[config.mk]
export PLATFORM = sky130hd
export DESIGN_NAME = i2c_cmd_target
export DESIGN_NICKNAME = d
export VERILOG_FILES = /design/src/rtl/i2c_cmd_pkg.sv /design/src/rtl/i2c_line_sync.sv /design/src/rtl/i2c_frame_ctrl.sv /design/src/rtl/i2c_cmd_target.sv
export SDC_FILE = /design/constraint.sdc
export NUM_CORES = 1
export LEC_CHECK = 0
export BUFFER_PORTS_ARGS = -buffer_cell sky130_fd_sc_hd__buf_2
export CAP_MARGIN = 20
export CORE_ASPECT_RATIO = 2
export CORE_UTILIZATION = 51
export DETAILED_ROUTE_END_ITERATION = 8
export GPL_TIMING_DRIVEN = 1
export HOLD_SLACK_MARGIN = 0.08
export PLACE_DENSITY = 0.81
export SYNTH_ARGS = -nofsm -noshare
export SYNTH_HDL_FRONTEND = slang
export SYNTH_SLANG_ARGS = --single-unit
[constraint.sdc]
create_clock -name clk -period 1.9 [get_ports clk]
set_clock_uncertainty 0.1 [all_clocks]
set_input_delay 0.095 -clock clk [delete_from_list [all_inputs] [get_ports clk]]
set_output_delay 0.095 -clock clk [all_outputs]
set_load 0.02 [all_outputs]
[src/rtl/i2c_cmd_pkg.sv]
package i2c_cmd_pkg;

    localparam int CMD_W      = 8;
    localparam int DATA_W     = 16;
    localparam int WORD_BYTES = 3;
    localparam int IDX_W      = $clog2(WORD_BYTES);
    localparam int BIT_W      = 3;

    typedef enum logic [2:0] {
        ST_IDLE,
        ST_ADDR,
        ST_ADDR_ACK,
        ST_WRITE,
        ST_WRITE_ACK,
        ST_READ,
        ST_READ_ACK,
        ST_SKIP
    } tgt_state_e;

    typedef struct packed {
        tgt_state_e          st;
        logic [BIT_W-1:0]    bit_cnt;
        logic                byte_done;
        logic [7:0]          shreg;
        logic [IDX_W-1:0]    widx;
        logic [CMD_W-1:0]    cmd_stage;
        logic [7:0]          hi_stage;
        logic [1:0]          ridx;
        logic [CMD_W-1:0]    rd_cmd;
        logic [7:0]          tx;
        logic                oe;
        logic                wen;
        logic [CMD_W-1:0]    wcmd;
        logic [DATA_W-1:0]   wdata;
    } frame_t;

endpackage

[src/rtl/i2c_line_sync.sv]
module i2c_line_sync #(
    parameter int STAGES = 2
) (
    input  logic clk,
    input  logic rst_n,
    input  logic scl_i,
    input  logic sda_i,
    output logic sda_s,
    output logic scl_rise,
    output logic scl_fall,
    output logic start_det,
    output logic stop_det
);

    localparam int LAST = STAGES - 1;

    logic [STAGES-1:0] scl_q, scl_d;
    logic [STAGES-1:0] sda_q, sda_d;
    logic              scl_p_q, sda_p_q;
    logic              scl_s;

    always_comb begin
        scl_d = {scl_q[STAGES-2:0], scl_i};
        sda_d = {sda_q[STAGES-2:0], sda_i};
    end

    always_ff @(posedge clk or negedge rst_n) begin
        if (!rst_n) begin
            scl_q   <= '1;
            sda_q   <= '1;
            scl_p_q <= 1'b1;
            sda_p_q <= 1'b1;
        end else begin
            scl_q   <= scl_d;
            sda_q   <= sda_d;
            scl_p_q <= scl_q[LAST];
            sda_p_q <= sda_q[LAST];
        end
    end

    assign scl_s     = scl_q[LAST];
    assign sda_s     = sda_q[LAST];
    assign scl_rise  = scl_s & ~scl_p_q;
    assign scl_fall  = ~scl_s & scl_p_q;
    assign start_det = scl_s & scl_p_q & sda_p_q & ~sda_s;
    assign stop_det  = scl_s & scl_p_q & ~sda_p_q & sda_s;

endmodule

[src/rtl/i2c_frame_ctrl.sv]
module i2c_frame_ctrl
    import i2c_cmd_pkg::*;
#(
    parameter logic [4:0] ADDR_PREFIX = 5'b00011,
    parameter int         CHAN_W      = 4
) (
    input  logic              clk,
    input  logic              rst_n,
    input  logic              sda_s,
    input  logic              scl_rise,
    input  logic              scl_fall,
    input  logic              start_det,
    input  logic              stop_det,
    input  logic [1:0]        strap_i,
    input  logic [DATA_W-1:0] rd_data,
    output logic              sda_oe,
    output logic              wr_en,
    output logic [CMD_W-1:0]  wr_cmd,
    output logic [DATA_W-1:0] wr_data,
    output logic [CHAN_W-1:0] rd_chan
);

    localparam logic [IDX_W-1:0] IDX_LAST = IDX_W'(WORD_BYTES - 1);
    localparam logic [BIT_W-1:0] BIT_LAST = '1;

    frame_t q, d;

    function automatic logic [7:0] pick_byte(input logic [1:0] idx,
                                             input logic [CMD_W-1:0] cmd,
                                             input logic [DATA_W-1:0] data);
        if (cmd[7:4] != 4'h0) return 8'hFF;
        case (idx)
            2'd0:    return data[15:8];
            2'd1:    return data[7:0];
            default: return 8'hFF;
        endcase
    endfunction

    function automatic logic [1:0] next_ridx(input logic [1:0] idx);
        return (idx == 2'd2) ? idx : idx + 2'd1;
    endfunction

    always_comb begin
        d     = q;
        d.wen = 1'b0;
        if (start_det) begin
            d.st        = ST_ADDR;
            d.bit_cnt   = '0;
            d.byte_done = 1'b0;
            d.oe        = 1'b0;
            d.widx      = '0;
            d.ridx      = '0;
        end else if (stop_det) begin
            d.st        = ST_IDLE;
            d.oe        = 1'b0;
            d.widx      = '0;
            d.byte_done = 1'b0;
        end else begin
            case (q.st)
                ST_ADDR, ST_WRITE: begin
                    if (scl_rise && !q.byte_done) begin
                        d.shreg   = {q.shreg[6:0], sda_s};
                        d.bit_cnt = q.bit_cnt + 1'b1;
                        if (q.bit_cnt == BIT_LAST) d.byte_done = 1'b1;
                    end else if (scl_fall && q.byte_done) begin
                        d.byte_done = 1'b0;
                        if (q.st == ST_ADDR) begin
                            if (q.shreg[7:1] == {ADDR_PREFIX, strap_i}) begin
                                d.st = ST_ADDR_ACK;
                                d.oe = 1'b1;
                            end else begin
                                d.st = ST_SKIP;
                            end
                        end else begin
                            d.st = ST_WRITE_ACK;
                            d.oe = 1'b1;
                            if (q.widx == IDX_LAST) begin
                                d.wen   = 1'b1;
                                d.wcmd  = q.cmd_stage;
                                d.wdata = {q.hi_stage, q.shreg};
                                d.widx  = '0;
                            end else begin
                                if (q.widx == '0) begin
                                    d.cmd_stage = q.shreg;
                                    d.rd_cmd    = q.shreg;
                                end else begin
                                    d.hi_stage = q.shreg;
                                end
                                d.widx = q.widx + 1'b1;
                            end
                        end
                    end
                end
                ST_ADDR_ACK: begin
                    if (scl_fall) begin
                        d.bit_cnt = '0;
                        if (q.shreg[0]) begin
                            d.st   = ST_READ;
                            d.tx   = pick_byte(q.ridx, q.rd_cmd, rd_data);
                            d.oe   = ~d.tx[7];
                            d.ridx = next_ridx(q.ridx);
                        end else begin
                            d.st = ST_WRITE;
                            d.oe = 1'b0;
                        end
                    end
                end
                ST_WRITE_ACK: begin
                    if (scl_fall) begin
                        d.oe      = 1'b0;
                        d.st      = ST_WRITE;
                        d.bit_cnt = '0;
                    end
                end
                ST_READ: begin
                    if (scl_rise && !q.byte_done) begin
                        d.bit_cnt = q.bit_cnt + 1'b1;
                        if (q.bit_cnt == BIT_LAST) d.byte_done = 1'b1;
                    end else if (scl_fall) begin
                        if (q.byte_done) begin
                            d.byte_done = 1'b0;
                            d.oe        = 1'b0;
                            d.st        = ST_READ_ACK;
                        end else begin
                            d.tx = {q.tx[6:0], 1'b1};
                            d.oe = ~q.tx[6];
                        end
                    end
                end
                ST_READ_ACK: begin
                    if (scl_rise) begin
                        if (sda_s) d.st = ST_SKIP;
                        else       d.byte_done = 1'b1;
                    end else if (scl_fall && q.byte_done) begin
                        d.byte_done = 1'b0;
                        d.bit_cnt   = '0;
                        d.st        = ST_READ;
                        d.tx        = pick_byte(q.ridx, q.rd_cmd, rd_data);
                        d.oe        = ~d.tx[7];
                        d.ridx      = next_ridx(q.ridx);
                    end
                end
                default: begin
                    d.oe = 1'b0;
                end
            endcase
        end
    end

    always_ff @(posedge clk or negedge rst_n) begin
        if (!rst_n) begin
            q       <= '0;
            q.st    <= ST_IDLE;
            q.tx    <= '1;
        end else begin
            q <= d;
        end
    end

    assign sda_oe  = q.oe;
    assign wr_en   = q.wen;
    assign wr_cmd  = q.wcmd;
    assign wr_data = q.wdata;
    assign rd_chan = q.rd_cmd[CHAN_W-1:0];

endmodule

[src/rtl/i2c_cmd_target.sv]
module i2c_cmd_target #(
    parameter int         SYNC_STAGES = 2,
    parameter int         CHAN_W      = 4,
    parameter logic [4:0] ADDR_PREFIX = 5'b00011
) (
    input  logic              clk,
    input  logic              rst_n,
    input  logic              scl_i,
    input  logic              sda_i,
    output logic              sda_oe,
    input  logic [1:0]        strap_i,
    output logic              wr_en,
    output logic [7:0]        wr_cmd,
    output logic [15:0]       wr_data,
    output logic [CHAN_W-1:0] rd_chan,
    input  logic [15:0]       rd_data
);

    logic sda_s;
    logic scl_rise;
    logic scl_fall;
    logic start_det;
    logic stop_det;

    i2c_line_sync #(
        .STAGES (SYNC_STAGES)
    ) u_sync (
        .clk       (clk),
        .rst_n     (rst_n),
        .scl_i     (scl_i),
        .sda_i     (sda_i),
        .sda_s     (sda_s),
        .scl_rise  (scl_rise),
        .scl_fall  (scl_fall),
        .start_det (start_det),
        .stop_det  (stop_det)
    );

    i2c_frame_ctrl #(
        .ADDR_PREFIX (ADDR_PREFIX),
        .CHAN_W      (CHAN_W)
    ) u_ctrl (
        .clk       (clk),
        .rst_n     (rst_n),
        .sda_s     (sda_s),
        .scl_rise  (scl_rise),
        .scl_fall  (scl_fall),
        .start_det (start_det),
        .stop_det  (stop_det),
        .strap_i   (strap_i),
        .rd_data   (rd_data),
        .sda_oe    (sda_oe),
        .wr_en     (wr_en),
        .wr_cmd    (wr_cmd),
        .wr_data   (wr_data),
        .rd_chan   (rd_chan)
    );

endmodule

Word-level counts from Yosys, hierarchy flattened
Index checks and enable logic that the tools add are counted.
{"block": "word_totals", "reg_bits": 75, "in_bits": 22, "out_inout_bits": 30, "elab_cells": 204}
{"block": "classes", "n_addsub": 3, "eq_ne": 41, "mux": 98, "bitwise_logic": 20, "reduce_logical": 25}
{"cell": "8-bit 2-to-1 mux", "n": 22}
{"cell": "25-bit 2-to-1 mux", "n": 5}
{"cell": "18-bit 2-to-1 mux", "n": 5}
{"cell": "26-bit 2-to-1 mux", "n": 2}
{"cell": "9-bit 2-to-1 mux", "n": 5}
{"cell": "3-bit 2-to-1 mux", "n": 14}
{"cell": "6-bit case mux with 5 select lines", "n": 1}
{"cell": "1-bit 2-to-1 mux", "n": 25}
{"cell": "4-bit by 3-bit != test with 1-bit output (second input constant)", "n": 6}
{"cell": "8-bit case mux with 3 select lines", "n": 1}
{"cell": "10-bit AND reduction", "n": 2}
{"cell": "2-bit 2-to-1 mux", "n": 9}
{"cell": "16-bit 2-to-1 mux", "n": 1}
{"cell": "8-bit case mux with 2 select lines", "n": 1}
{"cell": "8-bit AND reduction", "n": 2}
{"cell": "5-bit by 3-bit != test with 1-bit output (second input constant)", "n": 3}
{"cell": "5-bit != test (second input constant)", "n": 3}
{"cell": "7-bit 2-to-1 mux", "n": 2}
{"cell": "1-bit NOT", "n": 13}
{"cell": "3-bit == test (second input constant)", "n": 4}
{"cell": "6-bit 2-to-1 mux", "n": 2}
{"cell": "3-bit by 2-bit != test with 1-bit output (second input constant)", "n": 4}
{"cell": "4-bit != test (second input constant)", "n": 3}
{"cell": "6-bit AND reduction", "n": 2}
{"cell": "other kinds (27)", "n": 50}

Longest topological paths before layout
Gate-level depths: netlist of the first run.
{"block": "logic_depth", "word_depth": 20, "mapped_depth": 7, "ltp_nobuf": 6}

Modules after synthesis
Synthesis of the first run repeated with hierarchy kept, for this count alone.
{"block": "hier_totals", "hier_cells": 314, "area_unflattened_um2": 3687.3}
{"mod": "i2c_frame_ctrl", "n_inst": 1, "cells_each": 304, "area_per_inst_um2": 3497.1}
{"mod": "i2c_line_sync", "n_inst": 1, "cells_each": 10, "area_per_inst_um2": 190.2}

Least setup slack after synthesis of the first run
OpenSTA, ideal clock, no wires.
{"block": "synth_path", "kind": "register to register", "start": "register u_sync.scl_p_q", "end": "register u_ctrl.q, in the netlist u_ctrl.wr_cmd[5]", "setup_ns": 0.125, "arrival_ns": 1.700, "t_required_ns": 1.675, "slack_ns": -0.025, "stages_incl_launch_ff": 8, "n_path_buf": 2, "cell_sequence": "dfstp_2 buf_4 and3b_2 nand2_2 nor3_4 nand2_4 buf_6 mux2_4"}
{"block": "synth_between", "elab_chain_cells": 5}
{"item": "start, declared", "line_no": "i2c_line_sync.sv:19", "source": "logic scl_p_q, sda_p_q;"}
{"item": "start signal, assigned", "line_no": "i2c_line_sync.sv:36", "source": "scl_p_q <= scl_q[LAST];"}
{"item": "1-bit AND / 1-bit NOT (equally long branches)", "line_no": "i2c_line_sync.sv:45, i2c_line_sync.sv:46, i2c_line_sync.sv:43"}
{"item": "1-bit AND, on equally long branches", "line_no": "i2c_line_sync.sv:46, i2c_line_sync.sv:43, i2c_line_sync.sv:45"}
{"item": "1-bit AND, or another cell as far along", "line_no": "i2c_line_sync.sv:46", "source": "assign stop_det = scl_s & scl_p_q & ~sda_p_q & sda_s;"}
{"item": "1-bit NOT (no line)"}
{"item": "7-bit AND reduction (no line) (*)"}
{"item": "end, declared", "line_no": "i2c_frame_ctrl.sv:26", "source": "frame_t q, d;"}
Every way passes the cells marked *; elsewhere a longest branch is shown, timed or not.
A chain may end at the register's enable or synchronous reset.

Worst setup path after layout of the first run
Ends and elaborated chain as after synthesis.

==> flow_summary_export.csv, run 1 <==
group,metric,value,unit
outcome,outcome,"complete, no violations",
floorplanning,initial_core_util,52.6,%
cts,clk_pin_slew,0.05,ns
logic_synthesis,synth_top_area_share,41.8,%
floorplanning,pin_count,52,
global_routing,grt_pass1_wl,11.5,mm
timing,max_freq,0.528,GHz
logic_synthesis,syn_inst,292,
route,vias,2457,
cts,htree_levels,3,
setup_path,path_class,"reg2reg",
logic_synthesis,syn_nets,319,
cts,cts_buffers,9,
setup_path,cp_max_fo,13,
floorplanning,fp-row-count,43,
route,drt_iter0_drc,75,
logic_synthesis,ys_seq_area_share,51.2,%
logic_synthesis,synth_edf_count,0,
logic_synthesis,ys_seq_elements,74,
global_routing,grt_max_degree,53,
final_layout,nFillCells,534,
cts,root_buffer,"clkbuf_16",
logic_synthesis,ys.flop_type,"dfrtp_1",
logic_synthesis,synth_area_leaders,"dfrtp_1 42%, mux2_2 11%, dfstp_2 9.4%",
placement,gp_congestion,0.878,
timing,slew_headroom,64.7,%
min_path,hold_class,"in2reg",
final_layout,finalNetCount,377,
logic_synthesis,yosys.area.top_type,"dfrtp_1",
setup_path,max_stage_delay,0.57,ns
flow_run,cap_violations,0,
final_layout,drive_gt1_share,51.7,%
power_and_ir_drop,power.density,1280,mW/mm2
setup_path,crit_path_start_kind,"flop",
setup_path,slowest_stage,"dfstp_2",
floorplanning,core,0.00694,mm2
setup_path,path_cells,"and3b_2, nand2_2, nor3_4, nand2_4, buf_12, mux2_4",
cts,tritoncts,"built",
final_layout,syn_to_final_growth,20.3,%
route,routedWlPerCell,16.5,um
final_layout,mostFrequentLayoutCells,"59 x dfrtp_1, 51 x buf_2, 37 x mux2_2, 25 x buf_4, 19 x mux2_4",
placement,io_buffers,51,
setup_path,worstPathArrival,2.01,ns
global_routing,grt_pass1_vias,2489,
route,via_per_inst,5.53,
global_routing,grt_use_total,21.5,%
global_routing,antenna_found_initial,0,
power_and_ir_drop,peakVddDrop,0.949,mV
final_layout,final_common_cell,"dfrtp_1",
route,remaining_drc_errors,0,
timing,fin_crit,1.89,ns
cts,cts.sinks,74,
timing,setup_ws,0.00677,ns
route,ant_nets,0,
floorplanning,fp.dieW,61.8,um
placement,dp_hpwl,5.31,mm
logic_synthesis,synth_cell_types,53,
logic_synthesis,syn_area_per_cell,12.5,um2
setup_path,worst_setup_path_end_kind,"flop",
route,first_pass_iters,4,
logic_synthesis,ys_async_sr_fraction,100,%
final_layout,antenna-diode-count,0,
final_layout,multi_input_area,0.00154,mm2
timing,rsz0062_at_grt,"yes",
timing,finalHoldViolCount,0,
placement,dp.cells,423,
timing,finalSetupViolCount,0,
timing,slew_violations,0,
timing,worstMarginPinSlew,0.529,ns
logic_synthesis,synth_warnings,0,
cts,clockBufferDepth,2,
final_layout,stdcell_count,444,
floorplanning,dieArea,0.00752,mm2
logic_synthesis,synth_area,0.00365,mm2
timing,fin_crit_sh,99.6,%
global_routing,grt_overflow,0,
route,drt_wl_total,7.32,mm
floorplanning,die_y,122,um
final_layout,seq_area,0.00187,mm2
setup_path,critPathRequiredTime,2.01,ns
placement,place_ws,-0.0173,ns
power_and_ir_drop,power_leakage,2.26,nW
cts,clk_latency,0.33,ns
path summary, 6_finish.rpt:
kind	start	slack (ns)	cells past startpoint	endpoint
hold reg to reg	u_sync.sda_q[0]$_DFF_PN1_	0.25	0	u_sync.sda_q[1]$_DFF_PN1_
hold / removal	rd_data[0]	0.11	4	u_ctrl.q[26]$_DFFE_PN1P_
min in group asynchronous	rst_n	0.18	2	u_ctrl.q[43]$_DFFE_PN0P_
max in group asynchronous	rst_n	0.82	3	u_sync.scl_p_q$_DFF_PN1_
setup reg to reg	u_sync.scl_p_q$_DFF_PN1_	0.007	6	u_ctrl.wr_cmd[5]$_DFFE_PN0P_
setup / recovery	u_sync.scl_p_q$_DFF_PN1_	0.007	6	u_ctrl.wr_cmd[5]$_DFFE_PN0P_
cells by family after synthesis:
kind of cell	synth area share, %
xor+xnor	0.720
flops	51.2
simple gates	10.0
mux	20.1
compound gates	8.54
buf+inv	7.72
fa+ha+maj	1.71
per-layer routing:
| metal | track usage (%) | routed length [um] | share of wire (%) | vias up |
|---|---|---|---|---|
| met5 | 0 | 0 | 0 | - |
| met4 | 15.4 | 320 | 4.4 | 0 |
| met3 | 5.52 | 199 | 2.7 | 22 |
| met2 | 36.7 | 4120 | 56 | 65 |
| met1 | 21.2 | 2680 | 37 | 1229 |
| li1 | - | - | - | 1141 |
repair_timing:
| action | CTS | global route |
|---|---|---|
| endpoints found under the hold margin | 25 | 0 |
| gates resized for setup | 2 | 9 |
| hold buffers | 4 | 0 |
| endpoints found under the setup margin | 22 | 41 |
| pin swaps | 2 | 3 |
| setup buffers | 1 | 1 |
| gates cloned | 0 | 0 |
final cells by class:
cell class	instances	area share (%)
Clock buffer	12	6.07
Clock inverter	3	0.513
Inverter	4	0.342
Multi-Input combinational cell	177	35.0
Sequential cell	74	42.6
Tap cell	90	2.57
Timing Repair Buffer	84	12.8
sequential cells by signal, summed over array words and instances (netlist names):
signal and flops:
u_ctrl.sda_oe 1, u_sync.scl_p_q 1, u_ctrl.wr_cmd 8, u_sync.sda_q 2, u_ctrl.q 42, u_sync.scl_q 2, u_sync.sda_p_q 1, u_ctrl.wr_en 1
u_ctrl.wr_data 16
per-stage QoR:
stage                     hold WS (ns)  instance area (um2)  util [%]  total power [mW]  setup TNS [ns]
after floorplan                 -0.301                 3660         -              3.32          -0.281
after global placement        -0.00200                 4000      57.7              3.85               0
after detailed placement       0.00769                 4000      57.7              3.92         -0.0707
after CTS                       0.0932                 4340      62.6              5.59               0
after global routing             0.127                 4390      63.2              5.93           -1.10
final                            0.106                 4390      63.2              5.61               0
synthesized netlist by cell type, drive strengths merged, types with 2 or more instances:
library cell and n:
mux2 56, a22oi 2, clkbuf 5, o21bai 2
nand3 6, o211ai 2, nor2 16, a211oi 4
dfrtp 61, dfstp 13, nor3 7, inv 4
xor2 3, buf 32, a21oi 10, and3 2
nand2 16, nor2b 2, ha 5, nand2b 4
mux2i 3, a22o 3, o21ai 7, a221oi 6
where the power goes:
part / switching, mW / leakage [nW] / internal [mW]
clock: 0.613 / 0.145 / 0.987
sequential: 0.286 / 0.966 / 1.93
combinational: 0.917 / 1.15 / 0.875
total: 1.82 / 2.26 / 3.79
critical path, delay by kind of cell, from the launching register on:
| kind | cells | cell delay [ns] |
|---|---|---|
| multiplexers | 1 | 0.30 |
| buffers and inverters | 1 | 0.17 |
| flip-flops | 1 | 0.57 |
| AND/OR/NAND/NOR | 4 | 0.64 |
Power figures use the tool's default switching activity.
==> run 2, diff against run 1 <==
CORE_UTILIZATION = 55   (was 51)
PLACE_DENSITY = 0.83   (was 0.81)
clock period = 2.3 ns   (was 1.9 ns; I/O delays follow)
==> flow_summary_export.csv, run 2 (synthesized netlist as in run 1, its figures left out) <==
group,metric,value,unit
timing,slew_violations,0,
global_routing,grt_pass1_wl,12.0,mm
timing,slew_headroom,58.8,%
final_layout,antenna-diode-count,0,
floorplanning,core,0.00636,mm2
route,remaining_drc_errors,0,
route,drt_wl_total,7.22,mm
timing,max_freq,0.474,GHz
power_and_ir_drop,cell_internal_pwr,3.11,mW
cts,htree_levels,3,
setup_path,crit_path_start_kind,"flop",
flow_run,cap_violations,0,
floorplanning,pin_count,52,
route,drt_iter0_drc,120,
final_layout,mostFrequentLayoutCells,"61 x dfrtp_1, 51 x buf_2, 37 x mux2_2, 19 x mux2_4, 15 x nor2_1",
final_layout,syn_to_final_growth,15.8,%
placement,gp_congestion,0.896,
cts,cts_setup_buffers,0,
setup_path,worstPathArrival,2.22,ns
timing,rsz0062_at_grt,"no",
min_path,hold_class,"in2reg",
final_layout,largest_register_ffs,42,
global_routing,grt_use_total,23.9,%
cts,cts_buffers,9,
timing,worstMarginPinSlew,0.617,ns
timing,whs,0.142,ns
cts,clk_latency,0.33,ns
global_routing,grt_pass1_vias,2534,
final_layout,nFillCells,501,
power_and_ir_drop,power_leakage,2.17,nW
power_and_ir_drop,pwr-share-comb,30.0,%
placement,io_buffers,51,
power_and_ir_drop,power.density,1080,mW/mm2
timing,fin_crit_sh,91.6,%
timing,finalSetupViolCount,0,
cts,clockBufferDepth,2,
final_layout,final_common_cell,"dfrtp_1",
placement,place_ws,0.209,ns
route,routedWlPerCell,17.0,um
timing,finalHoldViolCount,0,
timing,setup_ws,0.192,ns
cts,clk_pin_slew,0.05,ns
final_layout,drive_gt1_share,46.6,%
timing,setup-tns-final,0,ns
floorplanning,fp-row-count,41,
power_and_ir_drop,swShare,31.7,%
setup_path,critPathRequiredTime,2.41,ns
power_and_ir_drop,clkPwrFrac,29.9,%
global_routing,grt_overflow,0,
route,ant_nets,0,
floorplanning,fp.dieW,59.6,um
power_and_ir_drop,pwr-share-seq,40.1,%
timing,fin_crit,2.11,ns
setup_path,path_cells,"and3b_2, nand2_2, nor3_4, nand2_4, buf_12, mux2_4",
global_routing,antenna_found_initial,0,
outcome,outcome,"complete, no violations",
route,vias,2395,
floorplanning,initial_core_util,57.4,%
final_layout,fin_util,66.4,%
cts,cts.sinks,74,
cts,tritoncts,"built",
cts,root_buffer,"clkbuf_16",
final_layout,finalNetCount,363,
setup_path,cp_max_fo,13,
setup_path,slowest_stage,"dfstp_2",
setup_path,max_stage_delay,0.60,ns
route,via_per_inst,5.64,
placement,dp_hpwl,5.28,mm
route,first_pass_iters,4,
setup_path,critical_path.top_delay_family,"simple AND/OR/NAND/NOR gates",
global_routing,grt_max_degree,49,
final_layout,max_flop_register,"u_ctrl.q",
setup_path,cp_num_buf_inv,1,
setup_path,worst_setup_path_end_kind,"flop",
setup_path,path_class,"reg2reg",
floorplanning,die_y,117,um
power_and_ir_drop,power_switching,1.44,mW
power_and_ir_drop,peakVddDrop,0.897,mV
floorplanning,dieArea,0.00698,mm2
-- run 2: changes by cell type in the layout (fill, tap and decap cells not counted), sizes merged --
cell / delta
buf: -15
bufinv: +1
clkbuf: -1
dlygate4sd3: +1
inv: -1
-- run 2: worst paths after layout --
check                                                from                            end  slack, ns  depth (start not counted)
worst max-delay path             u_sync.scl_p_q$_DFF_PN1_  u_ctrl.wr_data[9]$_DFFE_PN0P_       0.19                          6
worst max register to register   u_sync.scl_p_q$_DFF_PN1_  u_ctrl.wr_data[9]$_DFFE_PN0P_       0.19                          6
worst min register to register  u_sync.sda_q[0]$_DFF_PN1_      u_sync.sda_q[1]$_DFF_PN1_       0.25                          0
worst min-delay path                          rd_data[10]       u_ctrl.q[28]$_DFFE_PN1P_       0.14                          4
max in group asynchronous                           rst_n  u_ctrl.wr_data[6]$_DFFE_PN0P_       1.22                          3
min in group asynchronous                           rst_n   u_ctrl.wr_cmd[3]$_DFFE_PN0P_       0.23                          2
-- run 2: worst reg2reg max path: stages (launching register included) --
cell     delay, ns
dfstp_2       0.60
and3b_2       0.25
nand2_2       0.10
nor3_4        0.24
nand2_4       0.19
buf_12        0.21
mux2_4        0.30
-- run 2: what timing repair did --
action / in CTS / in global routing
gates resized for setup: 0 / 1
hold buffers: 5 / 0
endpoints found under the hold margin: 16 / 0
setup endpoints to repair: 0 / 4
-- run 2: layout make-up --
class | instances | area (um2) | area share [%]
clock inverter | 3 | 40.0 | 0.948
multi-input combinational | 177 | 1510 | 35.6
tap | 86 | 108 | 2.55
clock buffer | 11 | 253 | 5.98
timing repair buffer | 70 | 435 | 10.3
inverter | 4 | 15.0 | 0.355
sequential | 74 | 1870 | 44.2
-- run 2: power by group through the flow --
stage	Clock [mW]	Combinational, mW	Sequential (mW)
finish	1.36	1.37	1.83
global route	1.45	1.52	1.85
CTS	1.40	1.36	1.82
detailed placement	0	1.34	1.84
global placement	0	1.29	1.82
floorplan	0	0.963	1.78
-- run 2: layer usage --
| layer | share of wire [%] | global-route usage [%] | routed length, um | vias up |
|---|---|---|---|---|
| met2 | 58 | 44.3 | 4150 | 75 |
| met5 | 0 | 0 | 0 | - |
| met4 | 4.2 | 14.7 | 306 | 0 |
| li1 | - | - | - | 1104 |
| met1 | 35 | 22.4 | 2520 | 1197 |
| met3 | 3.3 | 5.93 | 237 | 19 |
-- run 2: stage by stage --
stage          area, um2  power (mW)  instances
2_1_floorplan       3650        2.74        292
3_3_place_gp        3870        3.12        406
3_5_place_dp        3870        3.18        406
4_1_cts             4220        4.58        425
5_1_grt             4220        4.82        425
6_report            4220        4.55        425
